==> config.mk <==
export PLATFORM = sky130hd
export DESIGN_NAME = spi_fill_serializer
export DESIGN_NICKNAME = d
export VERILOG_FILES = /design/src/rtl/spi_fill_pkg.sv /design/src/rtl/sfs_fifo.sv /design/src/rtl/sfs_shifter.sv /design/src/rtl/sfs_ctrl.sv /design/src/rtl/spi_fill_serializer.sv
export SDC_FILE = /design/constraint.sdc
export NUM_CORES = 1
export LEC_CHECK = 0
export BUFFER_PORTS_ARGS = -buffer_cell sky130_fd_sc_hd__buf_4
export CAP_MARGIN = 20
export CORE_MARGIN = 3
export CORE_UTILIZATION = 60
export DETAILED_ROUTE_END_ITERATION = 16
export GPL_TIMING_DRIVEN = 0
export PLACE_DENSITY_LB_ADDON = 0.05
export SETUP_SLACK_MARGIN = 0.05
export SYNTH_ARGS = -nofsm -noshare
export SYNTH_HDL_FRONTEND = slang
export SYNTH_HIERARCHICAL = 1
export SYNTH_SLANG_ARGS = --single-unit
==> constraint.sdc <==
create_clock -name clk -period 3.2 [get_ports clk]
set_input_delay 0.16 -clock clk [delete_from_list [all_inputs] [get_ports clk]]
set_output_delay 0.16 -clock clk [all_outputs]
set_load 0.01 [all_outputs]
==> src/rtl/spi_fill_pkg.sv <==
package spi_fill_pkg;
  typedef enum logic {
    FILL_REPEAT = 1'b0,
    FILL_TOKEN  = 1'b1
  } fill_sel_e;

  localparam logic [7:0] FILL_TOKEN_BYTE = 8'hFF;
endpackage

==> src/rtl/sfs_fifo.sv <==
module sfs_fifo #(
  parameter int W     = 8,
  parameter int DEPTH = 4
) (
  input  logic         clk,
  input  logic         rst,
  input  logic [W-1:0] in_data,
  input  logic         in_valid,
  output logic         in_ready,
  output logic [W-1:0] out_data,
  output logic         out_valid,
  input  logic         out_ready
);
  localparam int AW = $clog2(DEPTH);

  logic [W-1:0] mem [DEPTH];
  logic [AW:0]  wp, rp;
  logic         full, empty, push, pop;

  assign empty     = (wp == rp);
  assign full      = (wp[AW] != rp[AW]) && (wp[AW-1:0] == rp[AW-1:0]);
  assign in_ready  = !full;
  assign out_valid = !empty;
  assign push      = in_valid && !full;
  assign pop       = out_ready && !empty;
  assign out_data  = mem[rp[AW-1:0]];

  always_ff @(posedge clk) begin
    if (push) mem[wp[AW-1:0]] <= in_data;
  end

  always_ff @(posedge clk) begin
    if (rst) begin
      wp <= '0;
      rp <= '0;
    end else begin
      if (push) wp <= wp + 1'b1;
      if (pop)  rp <= rp + 1'b1;
    end
  end

  AST_NO_OVERFLOW: assert property (@(posedge clk) disable iff (rst)
    ((wp - rp) <= (AW+1)'(DEPTH))) else $error("queue occupancy above depth");
endmodule

==> src/rtl/sfs_shifter.sv <==
module sfs_shifter #(
  parameter int DW   = 8,
  parameter int DIVW = 8
) (
  input  logic            clk,
  input  logic            rst,
  input  logic [DIVW-1:0] div_half,
  input  logic            start,
  input  logic [DW-1:0]   tx_byte,
  output logic            busy,
  output logic            done,
  output logic [DW-1:0]   rx_byte,
  output logic            sclk,
  output logic            mosi,
  input  logic            miso
);
  localparam int BW = $clog2(DW);

  logic [DIVW-1:0] div_cnt;
  logic [BW-1:0]   bit_cnt;
  logic [DW-1:0]   sh_tx, sh_rx;
  logic            sclk_r;

  always_ff @(posedge clk) begin
    if (rst) begin
      busy    <= 1'b0;
      done    <= 1'b0;
      sclk_r  <= 1'b0;
      div_cnt <= '0;
      bit_cnt <= '0;
      sh_tx   <= '0;
      sh_rx   <= '0;
    end else begin
      done <= 1'b0;
      if (!busy) begin
        if (start) begin
          busy    <= 1'b1;
          sh_tx   <= tx_byte;
          div_cnt <= '0;
          bit_cnt <= '0;
          sclk_r  <= 1'b0;
        end
      end else if (div_cnt == div_half) begin
        div_cnt <= '0;
        sclk_r  <= !sclk_r;
        if (!sclk_r) begin
          sh_rx <= {sh_rx[DW-2:0], miso};
        end else if (bit_cnt == BW'(DW-1)) begin
          busy <= 1'b0;
          done <= 1'b1;
        end else begin
          bit_cnt <= bit_cnt + 1'b1;
          sh_tx   <= {sh_tx[DW-2:0], 1'b0};
        end
      end else begin
        div_cnt <= div_cnt + 1'b1;
      end
    end
  end

  assign sclk    = sclk_r;
  assign mosi    = sh_tx[DW-1];
  assign rx_byte = sh_rx;

  AST_SCLK_LOW_WHEN_IDLE: assert property (@(posedge clk) disable iff (rst)
    (!busy |-> !sclk_r)) else $error("sclk high while idle");
  AST_MOSI_STEADY_AT_RISE: assert property (@(posedge clk) disable iff (rst)
    ($rose(sclk_r) |-> $stable(mosi))) else $error("mosi moved on rising sclk");
  AST_DONE_SINGLE: assert property (@(posedge clk) disable iff (rst)
    (done |=> !done)) else $error("done longer than one cycle");
endmodule

==> src/rtl/sfs_ctrl.sv <==
module sfs_ctrl
  import spi_fill_pkg::*;
#(
  parameter int DW = 8
) (
  input  logic          clk,
  input  logic          rst,
  input  logic          cfg_we,
  input  logic          cfg_auto,
  input  logic          cfg_fill_token,
  input  logic [DW-1:0] txq_data,
  input  logic          txq_valid,
  output logic          tx_pop,
  input  logic          busy,
  input  logic          done,
  output logic          start,
  output logic [DW-1:0] start_byte,
  input  logic          rx_space,
  output logic          tx_idle,
  output logic          err_underrun,
  output logic          err_overrun
);
  logic          auto_en;
  fill_sel_e     fill_sel;
  logic [DW-1:0] last_tx;
  logic          gap_ok, cfg_ok;

  assign gap_ok  = !busy && !done;
  assign start   = gap_ok && (txq_valid || auto_en);
  assign tx_pop  = gap_ok && txq_valid;
  assign tx_idle = !busy && !txq_valid;
  assign cfg_ok  = tx_idle && !start;

  always_comb begin
    if (txq_valid)                 start_byte = txq_data;
    else if (fill_sel == FILL_TOKEN) start_byte = DW'(FILL_TOKEN_BYTE);
    else                           start_byte = last_tx;
  end

  always_ff @(posedge clk) begin
    if (rst) begin
      auto_en      <= 1'b0;
      fill_sel     <= FILL_REPEAT;
      last_tx      <= '0;
      err_underrun <= 1'b0;
      err_overrun  <= 1'b0;
    end else begin
      if (cfg_we && cfg_ok) begin
        auto_en  <= cfg_auto;
        fill_sel <= fill_sel_e'(cfg_fill_token);
      end
      if (start) last_tx <= start_byte;
      err_underrun <= start && !txq_valid;
      err_overrun  <= done && !rx_space;
    end
  end

  AST_CFG_ONLY_WHEN_IDLE: assert property (@(posedge clk) disable iff (rst)
    (!$stable(auto_en) |-> $past(!busy && !txq_valid))) else $error("fill mode changed while active");
  AST_UNDERRUN_NEEDS_EMPTY: assert property (@(posedge clk) disable iff (rst)
    (err_underrun |-> $past(!txq_valid))) else $error("underrun with queued data");
  AST_OVERRUN_NEEDS_FULL: assert property (@(posedge clk) disable iff (rst)
    (err_overrun |-> $past(done && !rx_space))) else $error("overrun without full queue");
endmodule

==> src/rtl/spi_fill_serializer.sv <==
module spi_fill_serializer #(
  parameter int DW    = 8,
  parameter int DIVW  = 8,
  parameter int DEPTH = 4
) (
  input  logic            clk,
  input  logic            rst,
  input  logic [DIVW-1:0] div_half,
  input  logic            cfg_we,
  input  logic            cfg_auto,
  input  logic            cfg_fill_token,
  input  logic [DW-1:0]   tx_data,
  input  logic            tx_valid,
  output logic            tx_ready,
  output logic [DW-1:0]   rx_data,
  output logic            rx_valid,
  input  logic            rx_ready,
  output logic            sclk,
  output logic            mosi,
  input  logic            miso,
  output logic            tx_idle,
  output logic            err_underrun,
  output logic            err_overrun
);
  logic [DW-1:0] txq_data, start_byte, rx_byte;
  logic          txq_valid, tx_pop, start, busy, done, rx_space;

  sfs_fifo #(.W(DW), .DEPTH(DEPTH)) u_txq (
    .clk(clk), .rst(rst),
    .in_data(tx_data), .in_valid(tx_valid), .in_ready(tx_ready),
    .out_data(txq_data), .out_valid(txq_valid), .out_ready(tx_pop)
  );

  sfs_fifo #(.W(DW), .DEPTH(DEPTH)) u_rxq (
    .clk(clk), .rst(rst),
    .in_data(rx_byte), .in_valid(done), .in_ready(rx_space),
    .out_data(rx_data), .out_valid(rx_valid), .out_ready(rx_ready)
  );

  sfs_ctrl #(.DW(DW)) u_ctrl (
    .clk(clk), .rst(rst),
    .cfg_we(cfg_we), .cfg_auto(cfg_auto), .cfg_fill_token(cfg_fill_token),
    .txq_data(txq_data), .txq_valid(txq_valid), .tx_pop(tx_pop),
    .busy(busy), .done(done), .start(start), .start_byte(start_byte),
    .rx_space(rx_space), .tx_idle(tx_idle),
    .err_underrun(err_underrun), .err_overrun(err_overrun)
  );

  sfs_shifter #(.DW(DW), .DIVW(DIVW)) u_shift (
    .clk(clk), .rst(rst), .div_half(div_half),
    .start(start), .tx_byte(start_byte),
    .busy(busy), .done(done), .rx_byte(rx_byte),
    .sclk(sclk), .mosi(mosi), .miso(miso)
  );
endmodule

==> impl_metrics.py, run 1 <==
metrics = {
    "run_status": {
        "status": "finished clean",
    },
    "synth": {
        "post_synth_and_or_nand_nor_area_fraction": 0.1368,
        "yosys_warnings": 6,
        "syn-num-nets": 470,
        "synth_enable_flop_cells": 64,
        "synth_top_family_by_area": "simple AND/OR/NAND/NOR gates",
        "yosys_most_used_dff": "edfxtp_1",
        "synth_seq_cells": 122,
        "synth_compound_area_frac": 0.1106,
        "netlist_area_sq_mm": 0.005396,
        "synth-xor-area-share": 0.03408,
        "avgSynthCellArea_sq_um": 12.46,
        "synthAdderAreaFrac": 0.03014,
        "syn_inst": 433,
        "yosys-mux-area-fraction": 0.08903,
        "ys_types": 49,
        "yosysSeqAreaShare": 0.5713,
        "synthArstFlopShare": 0,
    },
    "sta": {
        "layout_setup_ws_ns": 0.4232,
        "tns_ns": 0,
        "hold_viol": 0,
        "fmax_mhz": 360.1,
        "final-setup-viol-count": 0,
        "min_period_ns": 2.777,
        "worstMarginPinSlew_ns": 0.9274,
        "max-slew-margin-rel": 0.3818,
        "finalCritPeriodShare": 0.8677,
        "rsz0062_at_grt": "no",
        "slew_violations": 0,
        "finalClockSkew_ns": 0.01005,
        "whs_ns": 0.02414,
    },
    "clocking": {
        "cts_tree": "done",
        "htreeDepth": 4,
        "numCtsBuffers": 17,
        "clk_latency_ns": 0.51,
        "clkTransAtPathRegs_ns": 0.06,
        "cts.sinks": 122,
        "clockRootBuffer": "clkbuf_8",
        "cts.path.max_buffers": 2,
    },
    "power": {
        "p_per_area_mw_per_mm2": 786.1,
        "ir_drop_v": 0.0005591,
        "leakagePower_nw": 2.466,
        "power_mw": 5.133,
    },
    "routing": {
        "drtPass1Iterations": 4,
        "antenna_left": 0,
        "avgViaCountPerCell": 5.884,
        "wl_um": 10420,
        "drc_errors": 0,
        "vias": 3648,
        "initialDrtViolationCount": 202,
        "wl_per_cell_um": 16.81,
    },
    "grt": {
        "grt_pass1_vias": 3558,
        "grt_overflow": 0,
        "grt_pass1_wl_um": 16950,
        "grt_usage": 0.2168,
        "antenna_found_initial": 0,
        "grt_max_degree": 17,
    },
    "die": {
        "io_pins": 39,
        "die-area_sq_mm": 0.01017,
        "start_util": 0.6375,
        "die_y_um": 100.8,
        "die_w_um": 100.8,
        "placementRows": 33,
        "core_sq_mm": 0.008464,
    },
    "final_layout": {
        "multiInputGateArea_sq_mm": 0.002178,
        "fin_util": 0.7715,
        "nNetsFinal": 539,
        "fillers": 523,
        "stdcell_count": 620,
        "num_antenna_cells": 0,
        "ff_latch_area_sq_mm": 0.003083,
        "design_area_sq_mm": 0.006530,
        "synthToLayoutAreaGrowth_pct": 21.01,
        "drive_gt1_frac": 0.2078,
    },
    "setup_path": {
        "worstPathArrival_ns": 3.14,
        "rr_endpoint": "u_txq/rp[1]",
        "start_kind": "flip-flop",
        "reg2reg_slack_ns": 0.42,
        "worstSetupEndpointType": "flip-flop",
        "critical_path_class": "reg -> reg",
        "cp_max_fo": 10,
        "required_ns": 3.56,
        "reg2regPathDepth": 10,
        "worstReg2RegStart": "u_txq/rp[1]",
    },
    "placement": {
        "portBuffers": 38,
        "dpl_cell_area_sq_mm": 0.005813,
        "pre_cts_slack_ns": 0.1996,
        "dp.cells": 576,
        "place_congestion": 0.8502,
        "dp_hpwl_um": 6753,
    },
    "min_path": {
        "min_to": "u_txq/wp[1]",
        "min-delay-start": "tx_valid",
        "holdPathStages": 3,
        "hp-class": "in -> reg",
    },
    "run": {
        "cap_violations": 0,
    },
}
==> power by group <==
group / internal [mW] / switching (mW)
registers: 1.86 / 0.150
logic: 0.523 / 0.749
clock network: 1.13 / 0.730
total: 3.50 / 1.63
==> synthesized netlist by cell type (all sizes together), types with 8 or more instances <==
cell,number,area share
nand3,18,0.017
a22o,11,0.018
dfxtp,58,0.22
buf,12,0.015
o21ai,20,0.019
xor2,15,0.024
inv,12,0.0083
mux2i,12,0.022
nand2,34,0.025
edfxtp,64,0.36
a21oi,10,0.010
nor3b,12,0.019
nand4,8,0.0093
mux4,16,0.067
ha,13,0.030
nor2,31,0.022
==> routing by layer <==
layer | up-vias | global-route usage | routed length (um)
met2 | 73 | 0.3570 | 5208
met3 | 13 | 0.05260 | 363
li1 | 1789 | - | -
met1 | 1773 | 0.2796 | 4742
met5 | - | 0 | 0
met4 | 0 | 0.07876 | 106
==> placed cells by master (no fill, tap or decap), types with 7 or more instances in the layout <==
cell           instances
a31oi_1                7
dlygate4sd3_1         12
nand2_1               33
mux4_2                16
nor3b_1               11
o21ai_0               20
nor2b_1                7
dfxtp_1               58
buf_4                 39
a22o_1                11
nor2_1                31
clkbuf_1               7
ha_1                  13
a22oi_1                7
xor2_1                14
clkbuf_16             16
a21oi_1                8
nand3_1               18
mux2i_1               12
inv_1                 12
nand4_1                8
a221o_1                7
edfxtp_1              64
==> logic make-up (layout without fill, tap and decap cells) <==
logic type / after synthesis / after routing
xor+xnor: 21 / 21
compound gates: 84 / 84
simple gates: 134 / 134
fa+ha+maj: 13 / 13
mux: 28 / 28
buf+inv: 31 / 113
flops: 122 / 122
==> area by class of cell <==
type / instances / area share
Clock inverter: 14 / 0.02491
Timing Repair Buffer: 50 / 0.06208
Multi-Input combinational cell: 280 / 0.3336
Buffer: 19 / 0.01629
Inverter: 12 / 0.006898
Sequential cell: 122 / 0.4721
Clock buffer: 18 / 0.06400
Tap cell: 105 / 0.02012
==> registers in the layout (all words and copies together) (netlist names), 3 cells and up, named ones only <==
register and cells:
u_ctrl/last_tx 8, u_rxq/mem 32, u_rxq/rp 3, u_rxq/wp 3
u_shift/bit_cnt 3, u_shift/div_cnt 8, u_shift/rx_byte 8, u_shift/sh_tx 8
u_txq/mem 32, u_txq/rp 3, u_txq/wp 3
==> how the worst max path moves through the flow <==
stage                 from          endpoint  slack [ns]
2_1_floorplan  u_txq/wp[0]  u_shift/sh_tx[2]        0.76
3_3_place_gp   u_txq/wp[0]  u_shift/sh_tx[6]        0.20
3_5_place_dp   u_txq/wp[0]  u_shift/sh_tx[2]        0.20
4_1_cts        u_txq/wp[0]  u_shift/sh_tx[2]        0.16
5_1_grt        u_txq/rp[1]         flip-flop        0.19
6_report       u_txq/rp[1]       u_txq/rp[1]        0.42
==> what timing repair did <==
| action | 4_1_cts | 5_1_grt |
|---|---|---|
| setup endpoints to repair | 0 | 10 |
| buffers inserted | 0 | 0 |
| hold endpoints to repair | 36 | 0 |
| resized for setup | 0 | 3 |
| hold buffers | 12 | 0 |
==> critical path: stages, from the launching register on <==
cell and delay [ns]:
dfxtp_1 0.35, buf_2 0.19, xor2_1 0.29, nor2_1 0.12, nand2_1 0.11, buf_2 0.20, buf_4 0.19, nor3b_1 0.62
inv_1 0.13, o21ai_0 0.25, a41oi_1 0.18
Power figures use the tool's default switching activity.
==> inputs of run 2 (changes only) <==
==> constraint.sdc (replaced) <==
create_clock -name clk -period 3.2 [get_ports clk]
set_input_delay 0 -clock clk [delete_from_list [all_inputs] [get_ports clk]]
set_output_delay 0 -clock clk [all_outputs]
set_load 0.01 [all_outputs]
==> impl_metrics.py, run 2 (same netlist as run 1, synthesis figures left out) <==
metrics = {
    "grt": {
        "grt_pass1_wl_um": 17160,
        "grt_max_degree": 17,
        "antenna_found_initial": 0,
        "grt_overflow": 0,
        "grt_pass1_vias": 3582,
        "grt_usage": 0.2195,
    },
    "routing": {
        "wl_um": 10550,
        "vias": 3677,
        "drc_errors": 0,
        "initialDrtViolationCount": 229,
        "antenna_left": 0,
        "drtPass1Iterations": 4,
        "avgViaCountPerCell": 5.874,
        "wl_per_cell_um": 16.85,
    },
    "setup_path": {
        "rr_endpoint": "u_shift/bit_cnt[2]",
        "critical_path.cell_chain": "xor2_2, nor2_1, nand2_1, nor2_1, nor3_2, nor2b_1, clkbuf_1, a21oi_1, a21o_1, a22o_1",
        "reg2regPathDepth": 10,
        "cp_top_family": "simple AND/OR/NAND/NOR gates",
        "required_ns": 3.66,
        "start_kind": "flip-flop",
        "reg2reg_slack_ns": 0.33,
        "cp.buffers_inverters": 1,
        "crit_cells": 10,
        "worstPathArrival_ns": 3.32,
        "worstReg2RegStart": "u_txq/wp[0]",
        "cp-endpoint": "u_shift/bit_cnt[2]",
        "slowest_delay_ns": 0.53,
        "worstSetupEndpointType": "flip-flop",
        "slowest_stage": "a21oi_1",
        "cpMostUsedCell": "nor2_1",
        "cp_max_fo": 9,
        "crit_start": "u_txq/wp[0]",
        "critical_path_class": "reg -> reg",
    },
    "final_layout": {
        "synthToLayoutAreaGrowth_pct": 22.05,
        "drive_gt1_frac": 0.2035,
        "final_common_cell": "edfxtp_1",
        "fin_util": 0.7781,
        "stdcell_count": 626,
        "num_antenna_cells": 0,
        "fillers": 518,
        "ff_latch_area_sq_mm": 0.003083,
        "design_area_sq_mm": 0.006586,
        "final_cell_mix": "edfxtp_1, dfxtp_1, buf_4",
        "multiInputGateArea_sq_mm": 0.002175,
        "nNetsFinal": 545,
    },
    "sta": {
        "whs_ns": 0.1329,
        "final-setup-viol-count": 0,
        "finalClockSkew_ns": 0.009347,
        "rsz0062_at_grt": "no",
        "min_period_ns": 2.865,
        "worstMarginPinSlew_ns": 0.9232,
        "hold_viol": 0,
        "fmax_mhz": 349.0,
        "max-slew-margin-rel": 0.3846,
        "layout_setup_ws_ns": 0.3348,
        "finalCritPeriodShare": 0.8954,
        "tns_ns": 0,
        "slew_violations": 0,
    },
    "run": {
        "cap_violations": 0,
    },
    "placement": {
        "dp_hpwl_um": 6753,
        "dp.cells": 576,
        "portBuffers": 38,
        "dpl_cell_area_sq_mm": 0.005813,
        "place_congestion": 0.8502,
        "pre_cts_slack_ns": 0.1996,
    },
    "die": {
        "die-area_sq_mm": 0.01017,
        "placementRows": 33,
        "io_pins": 39,
        "die_w_um": 100.8,
        "core_sq_mm": 0.008464,
        "start_util": 0.6375,
        "die_y_um": 100.8,
    },
    "power": {
        "leakagePower_nw": 2.492,
        "p_per_area_mw_per_mm2": 780.5,
        "ir_drop_v": 0.0005584,
        "power_mw": 5.141,
    },
    "clocking": {
        "post_cts_buffers": 0,
        "cts_tree": "done",
        "htreeDepth": 4,
        "clkTransAtPathRegs_ns": 0.06,
        "cts.sinks": 122,
        "clk_latency_ns": 0.51,
        "clockRootBuffer": "clkbuf_8",
        "numCtsBuffers": 17,
        "cts.path.max_buffers": 2,
    },
    "min_path": {
        "hp-class": "in -> reg",
    },
    "run_status": {
        "status": "finished clean",
    },
}
==> run 2: cell count changes in the layout (fill, tap and decap cells not counted) <==
cell and delta:
dlygate4sd3_1 +6, a21oi_1 +1, a21oi_2 -1
==> run 2: worst min-delay path: cells and delay by family <==
family / cells / cell delay [ns]
and+or+nand+nor: 2 / 0.21
buffers and inverters: 1 / 0.08
xor gates and xnor gates: 1 / 0.23
AOI/OAI and AO/OA: 1 / 0.08
==> run 2: how the worst min path moves through the flow <==
stage,start,to,cells past startpoint
3_3_place_gp,tx_data[3],u_txq/mem[0][3],1
5_1_grt,div_half[2],u_shift/sclk,5
6_report,div_half[0],u_shift/sclk,5
2_1_floorplan,rst,u_ctrl/err_overrun,1
4_1_cts,div_half[0],u_shift/done,5
3_5_place_dp,tx_data[5],u_txq/mem[3][5],1
==> run 2: metal layers <==
| layer | GRT usage | vias to the layer above | wire (um) |
|---|---|---|---|
| met5 | 0 | - | 0 |
| met4 | 0.07876 | 0 | 85 |
| met3 | 0.05329 | 10 | 316 |
| met2 | 0.3615 | 58 | 5337 |
| met1 | 0.2835 | 1811 | 4809 |
| li1 | - | 1798 | - |
==> run 2: power by group <==
group	total, mW	leakage, nW	internal [mW]	switching (mW)
registers	2.00	1.04	1.86	0.149
clock network	1.86	0.271	1.13	0.730
logic	1.28	1.18	0.531	0.750
total	5.14	2.49	3.51	1.63
==> run 2: final cells by class <==
type	count	area share
tap	105	0.01995
clock buffer	18	0.06345
inverter	12	0.006839
buffer	19	0.01615
timing repair buffer	56	0.07067
multi-input combinational	280	0.3302
clock inverter	14	0.02470
sequential	122	0.4681
==> run 2: what timing repair did <==
item                                    4_1_cts  5_1_grt
gates resized for setup                       0        2
endpoints found under the hold margin        45        0
hold buffers                                 18        0
endpoints found under the setup margin        0       10
